[src/rtl/ttw_pkg.sv]
package ttw_pkg;
  localparam int VA_W    = 64;
  localparam int SPACE_W = 42;
  localparam int PA_W    = 48;
  localparam int TAG_W   = 8;
  localparam int PG_SH   = 16;
  localparam int IDX_W   = 13;
  localparam int DESC_W  = 64;
  localparam int RO_BIT  = 7;
  localparam int ENT_SH  = 3;

  typedef enum logic [1:0] {
    FLT_NONE = 2'd0,
    FLT_ADDR = 2'd1,
    FLT_XLAT = 2'd2,
    FLT_PERM = 2'd3
  } fault_e;

  typedef enum logic [2:0] {
    ST_IDLE = 3'd0,
    ST_RD2  = 3'd1,
    ST_WT2  = 3'd2,
    ST_RD3  = 3'd3,
    ST_WT3  = 3'd4
  } state_e;
endpackage

[src/rtl/ttw_va_check.sv]
module ttw_va_check #(
  parameter int VA_W    = 64,
  parameter int SPACE_W = 42,
  parameter int TAG_W   = 8
) (
  input  logic [VA_W-SPACE_W-1:0] upper,
  input  logic                    tag_en,
  output logic                    canon_ok,
  output logic                    sel_hi
);
  localparam int UP_W  = VA_W - SPACE_W;
  localparam int UT_W  = UP_W - TAG_W;

  logic full_ok;
  assign full_ok = (&upper) | ~(|upper);

  generate
    if (TAG_W > 0) begin : g_tag
      logic [UT_W-1:0] low_part;
      logic            low_ok;
      assign low_part = upper[UT_W-1:0];
      assign low_ok   = (&low_part) | ~(|low_part);
      assign canon_ok = tag_en ? low_ok : full_ok;
      assign sel_hi   = tag_en ? low_part[UT_W-1] : upper[UP_W-1];
    end else begin : g_plain
      logic unused_tag;
      assign unused_tag = tag_en;
      assign canon_ok   = full_ok;
      assign sel_hi     = upper[UP_W-1];
    end
  endgenerate
endmodule

[src/rtl/ttw_desc_decode.sv]
module ttw_desc_decode
  import ttw_pkg::*;
#(
  parameter int DESC_W = 64,
  parameter int PA_W   = 48,
  parameter int PG_SH  = 16,
  parameter int RO_BIT = 7
) (
  input  logic [DESC_W-1:0]                desc,
  input  logic                             last_lvl,
  input  logic                             write,
  output fault_e                           fault,
  output logic                             go_next,
  output logic [PA_W-1:0]                  base_out,
  output logic [(DESC_W-PA_W)+PG_SH-3:0]   attr
);
  logic is_valid, type_bit, read_only;

  assign is_valid  = desc[0];
  assign type_bit  = desc[1];
  assign read_only = desc[RO_BIT];

  always_comb begin
    if (!is_valid)                  fault = FLT_XLAT;
    else if (last_lvl && !type_bit) fault = FLT_XLAT;
    else if (write && read_only)    fault = FLT_PERM;
    else                            fault = FLT_NONE;
  end

  assign go_next  = !last_lvl && type_bit && (fault == FLT_NONE);
  assign base_out = {desc[PA_W-1:PG_SH], {PG_SH{1'b0}}};
  assign attr     = {desc[DESC_W-1:PA_W], desc[PG_SH-1:2]};
endmodule

[src/rtl/ttw_walker.sv]
module ttw_walker
  import ttw_pkg::*;
#(
  parameter int VA_W    = ttw_pkg::VA_W,
  parameter int SPACE_W = ttw_pkg::SPACE_W,
  parameter int PA_W    = ttw_pkg::PA_W,
  parameter int TAG_W   = ttw_pkg::TAG_W,
  parameter int PG_SH   = ttw_pkg::PG_SH,
  parameter int IDX_W   = ttw_pkg::IDX_W,
  parameter int DESC_W  = ttw_pkg::DESC_W,
  parameter int RO_BIT  = ttw_pkg::RO_BIT,
  parameter int ENT_SH  = ttw_pkg::ENT_SH
) (
  input  logic                           clk,
  input  logic                           rst_n,
  input  logic                           req_valid,
  output logic                           req_ready,
  input  logic [VA_W-1:0]                req_va,
  input  logic                           req_write,
  input  logic                           tag_en,
  input  logic [PA_W-1:0]                base_lo,
  input  logic [PA_W-1:0]                base_hi,
  output logic                           mem_req_valid,
  input  logic                           mem_req_ready,
  output logic [PA_W-1:0]                mem_req_addr,
  input  logic                           mem_rsp_valid,
  input  logic [DESC_W-1:0]              mem_rsp_data,
  output logic                           done,
  output logic [1:0]                     done_fault,
  output logic [1:0]                     done_level,
  output logic [PA_W-1:0]                done_pa,
  output logic [(DESC_W-PA_W)+PG_SH-3:0] done_attr
);
  localparam int BLK_SH = PG_SH + IDX_W;
  localparam int ATTR_W = (DESC_W - PA_W) + PG_SH - 2;

  state_e              state_q, state_d;
  logic [BLK_SH-1:0]   off_q;
  logic                wr_q;
  logic [PA_W-1:0]     addr_q, addr_d;
  logic                addr_ld, acc;
  logic                done_q, done_d;
  fault_e              code_q, code_d;
  logic [1:0]          lvl_q, lvl_d;
  logic [PA_W-1:0]     pa_q, pa_d;
  logic [ATTR_W-1:0]   attr_q, attr_d;

  logic                canon_ok, sel_hi, at_l3, dec_next;
  fault_e              dec_fault;
  logic [PA_W-1:0]     dec_base, l2_off, l3_off;
  logic [ATTR_W-1:0]   dec_attr;

  ttw_va_check #(.VA_W(VA_W), .SPACE_W(SPACE_W), .TAG_W(TAG_W)) va_chk_i (
    .upper    (req_va[VA_W-1:SPACE_W]),
    .tag_en   (tag_en),
    .canon_ok (canon_ok),
    .sel_hi   (sel_hi)
  );

  ttw_desc_decode #(.DESC_W(DESC_W), .PA_W(PA_W), .PG_SH(PG_SH), .RO_BIT(RO_BIT)) dec_i (
    .desc     (mem_rsp_data),
    .last_lvl (at_l3),
    .write    (wr_q),
    .fault    (dec_fault),
    .go_next  (dec_next),
    .base_out (dec_base),
    .attr     (dec_attr)
  );

  assign req_ready     = (state_q == ST_IDLE);
  assign acc           = req_valid && req_ready;
  assign mem_req_valid = (state_q == ST_RD2) || (state_q == ST_RD3);
  assign mem_req_addr  = addr_q;
  assign at_l3         = (state_q == ST_WT3);
  assign l2_off        = PA_W'({req_va[BLK_SH+IDX_W-1:BLK_SH], {ENT_SH{1'b0}}});
  assign l3_off        = PA_W'({off_q[BLK_SH-1:PG_SH], {ENT_SH{1'b0}}});

  always_comb begin
    state_d = state_q;
    addr_d  = addr_q;
    addr_ld = 1'b0;
    done_d  = 1'b0;
    code_d  = code_q;
    lvl_d   = lvl_q;
    pa_d    = pa_q;
    attr_d  = attr_q;
    case (state_q)
      ST_IDLE: begin
        if (acc) begin
          if (!canon_ok) begin
            done_d = 1'b1;
            code_d = FLT_ADDR;
            lvl_d  = 2'd0;
            pa_d   = '0;
            attr_d = '0;
          end else begin
            addr_d  = (sel_hi ? base_hi : base_lo) + l2_off;
            addr_ld = 1'b1;
            state_d = ST_RD2;
          end
        end
      end
      ST_RD2: if (mem_req_ready) state_d = ST_WT2;
      ST_RD3: if (mem_req_ready) state_d = ST_WT3;
      ST_WT2, ST_WT3: begin
        if (mem_rsp_valid) begin
          lvl_d = at_l3 ? 2'd3 : 2'd2;
          if (dec_fault != FLT_NONE) begin
            done_d  = 1'b1;
            code_d  = dec_fault;
            pa_d    = '0;
            attr_d  = '0;
            state_d = ST_IDLE;
          end else if (dec_next) begin
            addr_d  = dec_base + l3_off;
            addr_ld = 1'b1;
            state_d = ST_RD3;
          end else begin
            done_d  = 1'b1;
            code_d  = FLT_NONE;
            pa_d    = at_l3 ? {dec_base[PA_W-1:PG_SH], off_q[PG_SH-1:0]}
                            : {dec_base[PA_W-1:BLK_SH], off_q[BLK_SH-1:0]};
            attr_d  = dec_attr;
            state_d = ST_IDLE;
          end
        end
      end
      default: state_d = ST_IDLE;
    endcase
  end

  always_ff @(posedge clk or negedge rst_n) begin
    if (!rst_n) begin
      state_q <= ST_IDLE;
      off_q   <= '0;
      wr_q    <= 1'b0;
      addr_q  <= '0;
      done_q  <= 1'b0;
      code_q  <= FLT_NONE;
      lvl_q   <= 2'd0;
      pa_q    <= '0;
      attr_q  <= '0;
    end else begin
      state_q <= state_d;
      done_q  <= done_d;
      if (acc) begin
        off_q <= req_va[BLK_SH-1:0];
        wr_q  <= req_write;
      end
      if (addr_ld) addr_q <= addr_d;
      if (done_d) begin
        code_q <= code_d;
        lvl_q  <= lvl_d;
        pa_q   <= pa_d;
        attr_q <= attr_d;
      end
    end
  end

  assign done       = done_q;
  assign done_fault = code_q;
  assign done_level = lvl_q;
  assign done_pa    = pa_q;
  assign done_attr  = attr_q;

  // non-canonical request faults next cycle without a read
  a_r1_noncanon_fault: assert property (@(posedge clk) disable iff (!rst_n)
    (acc && !canon_ok) |=> (done && done_fault == 2'd1 && !mem_req_valid));

  // read request held steady until taken
  a_r10_req_stable: assert property (@(posedge clk) disable iff (!rst_n)
    (mem_req_valid && !mem_req_ready) |=> (mem_req_valid && $stable(mem_req_addr)));

  // a result follows a response or an accepted request
  a_r10_done_cause: assert property (@(posedge clk) disable iff (!rst_n)
    done |-> ($past(mem_rsp_valid) || $past(req_valid && req_ready)));

  // permission faults only for writes
  a_r9_perm_write_only: assert property (@(posedge clk) disable iff (!rst_n)
    (done && done_fault == 2'd3) |-> wr_q);

  // no request accepted while a read is pending
  a_r11_busy_not_ready: assert property (@(posedge clk) disable iff (!rst_n)
    mem_req_valid |-> !req_ready);
endmodule

[config.mk]
export PLATFORM = sky130hd
export DESIGN_NAME = ttw_walker
export DESIGN_NICKNAME = d
export VERILOG_FILES = /design/src/rtl/ttw_pkg.sv /design/src/rtl/ttw_va_check.sv /design/src/rtl/ttw_desc_decode.sv /design/src/rtl/ttw_walker.sv
export SDC_FILE = /design/constraint.sdc
export NUM_CORES = 1
export LEC_CHECK = 0
export BUFFER_PORTS_ARGS = -buffer_cell sky130_fd_sc_hd__buf_4
export CELL_PAD_IN_SITES_DETAIL_PLACEMENT = 0
export CELL_PAD_IN_SITES_GLOBAL_PLACEMENT = 1
export CORE_UTILIZATION = 36
export CTS_BUF_LIST = sky130_fd_sc_hd__clkbuf_2 sky130_fd_sc_hd__clkbuf_4 sky130_fd_sc_hd__clkbuf_8
export DETAILED_ROUTE_END_ITERATION = 10
export PLACE_DENSITY_LB_ADDON = 0.1
export SYNTH_ARGS = -nofsm -noshare
export SYNTH_HDL_FRONTEND = slang
export SYNTH_SLANG_ARGS = --single-unit
[constraint.sdc]
create_clock -name clk -period 2.9 [get_ports clk]
set_input_delay 0.145 -clock clk [delete_from_list [all_inputs] [get_ports clk]]
set_output_delay 0.145 -clock clk [all_outputs]
set_load 0.03 [all_outputs]
; ---- Word-level counts from Yosys, hierarchy flattened
; Index checks and enable logic that the tools add are counted.
; W data, S select, Z words.
[classes]
eq_ne = 13
reduce_logical = 21
n_mux = 56
n_bitwise = 4
add_sub_neg = 2
[ops]
columns = cell, n
row1 = $mux W48, 11
row2 = $pmux W48 S2, 2
row3 = $mux W30, 5
row4 = $add A48 B16 Y48, 2
row5 = $pmux W30 S2, 1
row6 = $mux W29, 1
row7 = $mux W2, 13
row8 = $reduce_and A22 Y1, 1
row9 = $reduce_or A22 Y1, 1
row10 = $mux W3, 5
row11 = $reduce_and A14 Y1, 1
row12 = $reduce_or A14 Y1, 1
row13 = $mux W1, 13
row14 = $pmux W3 S4, 1
row15 = $ne A2 B2 Y1 const B, 5
row16 = $reduce_and A5 Y1, 2
row17 = $pmux W2 S2, 2
row18 = $reduce_and A7 Y1, 1
row19 = $eq A3 B2 Y1 const B, 2
row20 = $ne A2 B1 Y1 const B, 3
row21 = $reduce_and A6 Y1, 1
row22 = $logic_and A1 B1 Y1, 5
row23 = $pmux W1 S2, 2
row24 = $reduce_bool A2 Y1, 2
row25 = other kinds (10), 13
[totals]
elab_cells = 105
regBits = 164
output_inout_bits = 133
in_bits = 231

; ---- Depth between registers and ports, before layout
[logic_depth]
ltp_word = 11
ltp_mapped = 19

; ---- By module
; Synthesis repeated with hierarchy kept, for this count alone.
[hier_totals]
hier_cells = 1281
hier_area_um2 = 10800.4
[by_module_without_submodules]
columns = module, instances, seq_area_each_um2, area_each_um2, cells_per_inst
row1 = ttw_walker, 1, 4103.9, 10010.9, 1177
row2 = ttw_desc_decode, 1, 0.0, 636.9, 84
row3 = ttw_va_check, 1, 0.0, 152.6, 20

; ---- Least setup slack after synthesis
; No wires, ideal clock.
[synth_path]
path_kind = input to register
start = input port tag_en
end = register addr_q[41], in the netlist mem_req_addr[41]
setup_slack_ns = -0.972
stages = 19
setup_time_ns = 0.138
t_required_ns = 2.762
arrival_time_ns = 3.734
cell_sequence = mux2_4 -> buf_6 -> buf_2 -> buf_2 -> clkbuf_1 -> clkbuf_1 -> nand2_1 -> nand2_1 -> ha_1 -> inv_1 -> fa_1 -> nor2b_1 -> o2111a_1 -> o31ai_1 -> a21o_1 -> nor4b_1 -> nand3_1 -> xnor2_1 -> o22ai_1
[synth_between]
elab_chain_cells = 6
elab_cells_between_ends = 12
classes_between = add/sub (1) / eq/ne (1) / mux (9) / reduce/logical (1)
[synth_rtl]
columns = element, line
row1 = start: declaration, ttw_walker.sv:20  ; input logic tag_en,
row2 = $mux W1, ttw_va_check.sv:24  ; assign sel_hi = tag_en ? low_part[UT_W-1] : upper[UP_W-1];
row3 = $mux W48, ttw_walker.sv:97  ; addr_d = (sel_hi ? base_hi : base_lo) + l2_off;
row4 = $add A48 B16 Y48, ttw_walker.sv:97
row5 = $mux W48, ttw_walker.sv:90  ; if (!canon_ok) begin
row6 = $mux W48, ttw_walker.sv:89  ; if (acc) begin
row7 = $pmux W48 S2, ttw_walker.sv:87  ; case (state_q)
row8 = end signal: assignment, ttw_walker.sv:150  ; if (addr_ld) addr_q <= addr_d;
row9 = end: declaration, ttw_walker.sv:40  ; logic [PA_W-1:0] addr_q, addr_d;
; Parallel ways exist; a longest one is shown, timed or not. The select of a mux whose other input is x is not followed.
; A chain may end at the register's enable or synchronous reset.

; ---- Worst setup path in the final report
[layout_path]
start = input port tag_en
end = register addr_q[45], in the netlist mem_req_addr[45]
; Same word-level chain as after synthesis.

==> out/metrics.cfg <==
[sta]
tightest_slew_ps=661.6
fin_crit_ps=2536
period_share_pct=87.43
finalHoldViolCount=0
rsz0062_at_grt=no
fmax_mhz=394.4
slew_headroom_pct=55.73
finClkSkew_ps=18.64
slew_viol_final=0
finalSetupViolCount=0

[power]
p_switching_w=0.001836
p_per_area_nw_per_um2=408.5
leakagePower_nw=6.585
clkPwrFrac_pct=32.1
finalPower_w=0.005677
vdd_ir_drop_max_v=0.0003358
p_seq_share_pct=43.0
swShare_pct=32.35
internal-power_w=0.003840
combPwrFrac_pct=24.9

[clock_tree]
postCtsHoldBufs=92
htreeDepth=4
cts-root-buf=clkbuf_8
clk_pin_slew_ps=110
post_cts_resized=0
cts_tree=built
insertion_delay_ps=470
clock_sinks=164
postCtsSetupBuffers=0
cts_buffers=17
cts_buffer_depth=2

[worst_setup_path]
arrival_ps=2870
end_kind=flop
cp_max_fo=6
cp.required_ps=3230
path_cells=buf_4 -> mux2i_4 -> buf_4 -> nand2_1 -> nand2_1 -> inv_1 -> fa_2 -> nor2b_2 -> o2111a_1 -> o31ai_2 -> a21oi_2 -> nand4_1 -> nor3b_1 -> xnor2_1 -> o22ai_1
cp-start-kind=input port
cp_slowest_stage_delay_ps=360
critPathSlowestCell=fa_2
worstSetupPathType=in -> reg

[floorplan]
fp.coreArea_um2=24390
die_height_um=159.9
initial_utilization_pct=36.81
ios=364
die_area_um2=25570
num_rows=57
die_x_um=159.9

[synth]
synth_cells=1007
syn_nets=1252
async_flop_share_pct=100.0
synth_top_area_share_pct=45.71
synthDistinctLibCells=63
synth_area_leaders=dfrtp_1, nand2_1, mux2i_1
yosysMostFrequentCell=nand2_1
ys_seq_area_share_pct=45.71
syn_area_per_cell_um2=8.915
dominantRegCellSynth=dfrtp_1
synth_commonest_cells=nand2_1, dfrtp_1, nor2_1
synth_seq_cells=164
yosysWarningCount=0
synth_area_um2=8977
yosysTopAreaCell=dfrtp_1
synth-edff-count=0

[drt]
drtPass1Iterations=5
vias=9051
viasPerCell=4.998
wl_per_cell_um=17.87
routed_wl_um=32360
post-route-drc-count=0
drt.antenna.violating_nets=0
drt_iter0_markers=483

[final_layout]
nFillCells=2295
layout.nets=1719
utilization_pct=56.97
n_antenna_cell=0
drive_gt1_share_pct=35.04
area_delta_synth_final_pct=54.77

[worst_hold_path]
hold_class=in -> reg

[global_route]
grt_use_met1_pct=33.49
grt.busiest_layer=met2
grt_overflow=0
grt_pass1_vias=9124
grt_max_degree=78
grt_util_all_layers_pct=25.29
gr-usage-met3_pct=5.325
grt_pass1_wl_um=50420
antenna_found_initial=0
gr-usage-met2_pct=41.27

[place]
gp_congestion=0.8417
io_buffers=363
dp_hpwl_um=24710

[flow_run]
maxCapViolCount=0

[run_status]
status=finished clean

cells by family (layout without fill, tap and decap cells):
family,Yosys count,after routing,share of synthesized area [%]
muxes,78,78,9.185
AOI/OAI and AO/OA,224,224,15.64
buffers and inverters,76,556,3.442
xor gates and xnor gates,40,40,3.902
adders and majority gates,14,14,2.035
DFF,164,164,45.71
and+or+nand+nor,411,411,20.08
power groups by stage:
| stage | logic, W | registers, W | clock network (W) |
|---|---|---|---|
| floorplan | 0.000565 | 0.00258 | 0 |
| global placement | 0.00131 | 0.00249 | 0 |
| detailed placement | 0.00131 | 0.00249 | 0 |
| CTS | 0.00142 | 0.00244 | 0.00187 |
| global route | 0.00153 | 0.00246 | 0.00195 |
| finish | 0.00141 | 0.00244 | 0.00182 |
cell type report:
class / count / area [um2] / area share (%)
multi-input cells: 767 / 4768 / 34.32
repair buffers: 512 / 4128 / 29.71
flip-flops and latches: 164 / 4104 / 29.54
well taps: 324 / 405.4 / 2.918
clock buffers: 17 / 234.0 / 1.684
clock inverters: 15 / 210.2 / 1.513
inverters: 12 / 45.04 / 0.3242
final timing paths:
kind,start,endpoint,slack [ps],depth (start not counted)
min,mem_rsp_data[24],mem_req_addr[24],20,3
min in group asynchronous,rst_n,done_pa[5],210,2
max,tag_en,mem_req_addr[45],360,15
min reg2reg,done_pa[34],done_pa[34],480,2
max in group asynchronous,rst_n,mem_req_addr[11],1700,3
max reg2reg,state_q[2],done_attr[24],440,8
placed cells by master, fill, tap and decap left out, types with 10 or more instances in the layout:
| cell type | instances |
|---|---|
| mux2_2 | 30 |
| nand3_1 | 38 |
| xor2_1 | 18 |
| o31ai_1 | 29 |
| inv_1 | 12 |
| buf_4 | 415 |
| a31oi_1 | 11 |
| dlygate4sd3_1 | 92 |
| nand4_1 | 19 |
| nand2_1 | 247 |
| a21o_1 | 10 |
| mux2i_1 | 45 |
| o21ai_1 | 46 |
| a21oi_1 | 39 |
| xnor2_1 | 22 |
| o22ai_1 | 11 |
| dfrtp_1 | 164 |
| nor2_1 | 49 |
| o21ai_0 | 35 |
| clkbuf_8 | 17 |
through the flow:
step / instance area, um2 / setup TNS, ps / std cells / hold slack [ps] / setup WS, ps
5_1_grt: 13890 / 0 / 1811 / 17.95 / 179.8
2_1_floorplan: 9199 / -3115 / 1007 / -150.6 / -317.4
6_report: 13890 / 0 / 1811 / 20.94 / 364.4
3_3_place_gp: 12530 / -240.0 / 1687 / 192.1 / -71.99
3_5_place_dp: 12530 / -846.8 / 1687 / 183.6 / -130.7
4_1_cts: 13890 / 0 / 1811 / 1.179 / 370.3
state kept, by name, indices dropped and copies added (netlist names):
| register | flops |
|---|---|
| done | 1 |
| done_attr | 30 |
| done_fault | 2 |
| done_level | 2 |
| done_pa | 48 |
| mem_req_addr | 48 |
| off_q | 29 |
| state_q | 3 |
| wr_q | 1 |
per-layer routing:
metal / vias up / share of wire (%) / wire [um]
met3: 40 / 6.2 / 1999
met5: - / 0 / 0
met1: 4200 / 45 / 14620
met2: 338 / 46 / 15040
li1: 4473 / - / -
met4: 0 / 2.2 / 704
critical path, delay by kind of cell:
kind	cells	cell delay, ps
simple gates	5	750
fa+ha+maj	1	360
mux	1	310
compound gates	4	780
xor+xnor	1	150
buf+inv	3	370
Power figures use the tool's default switching activity.
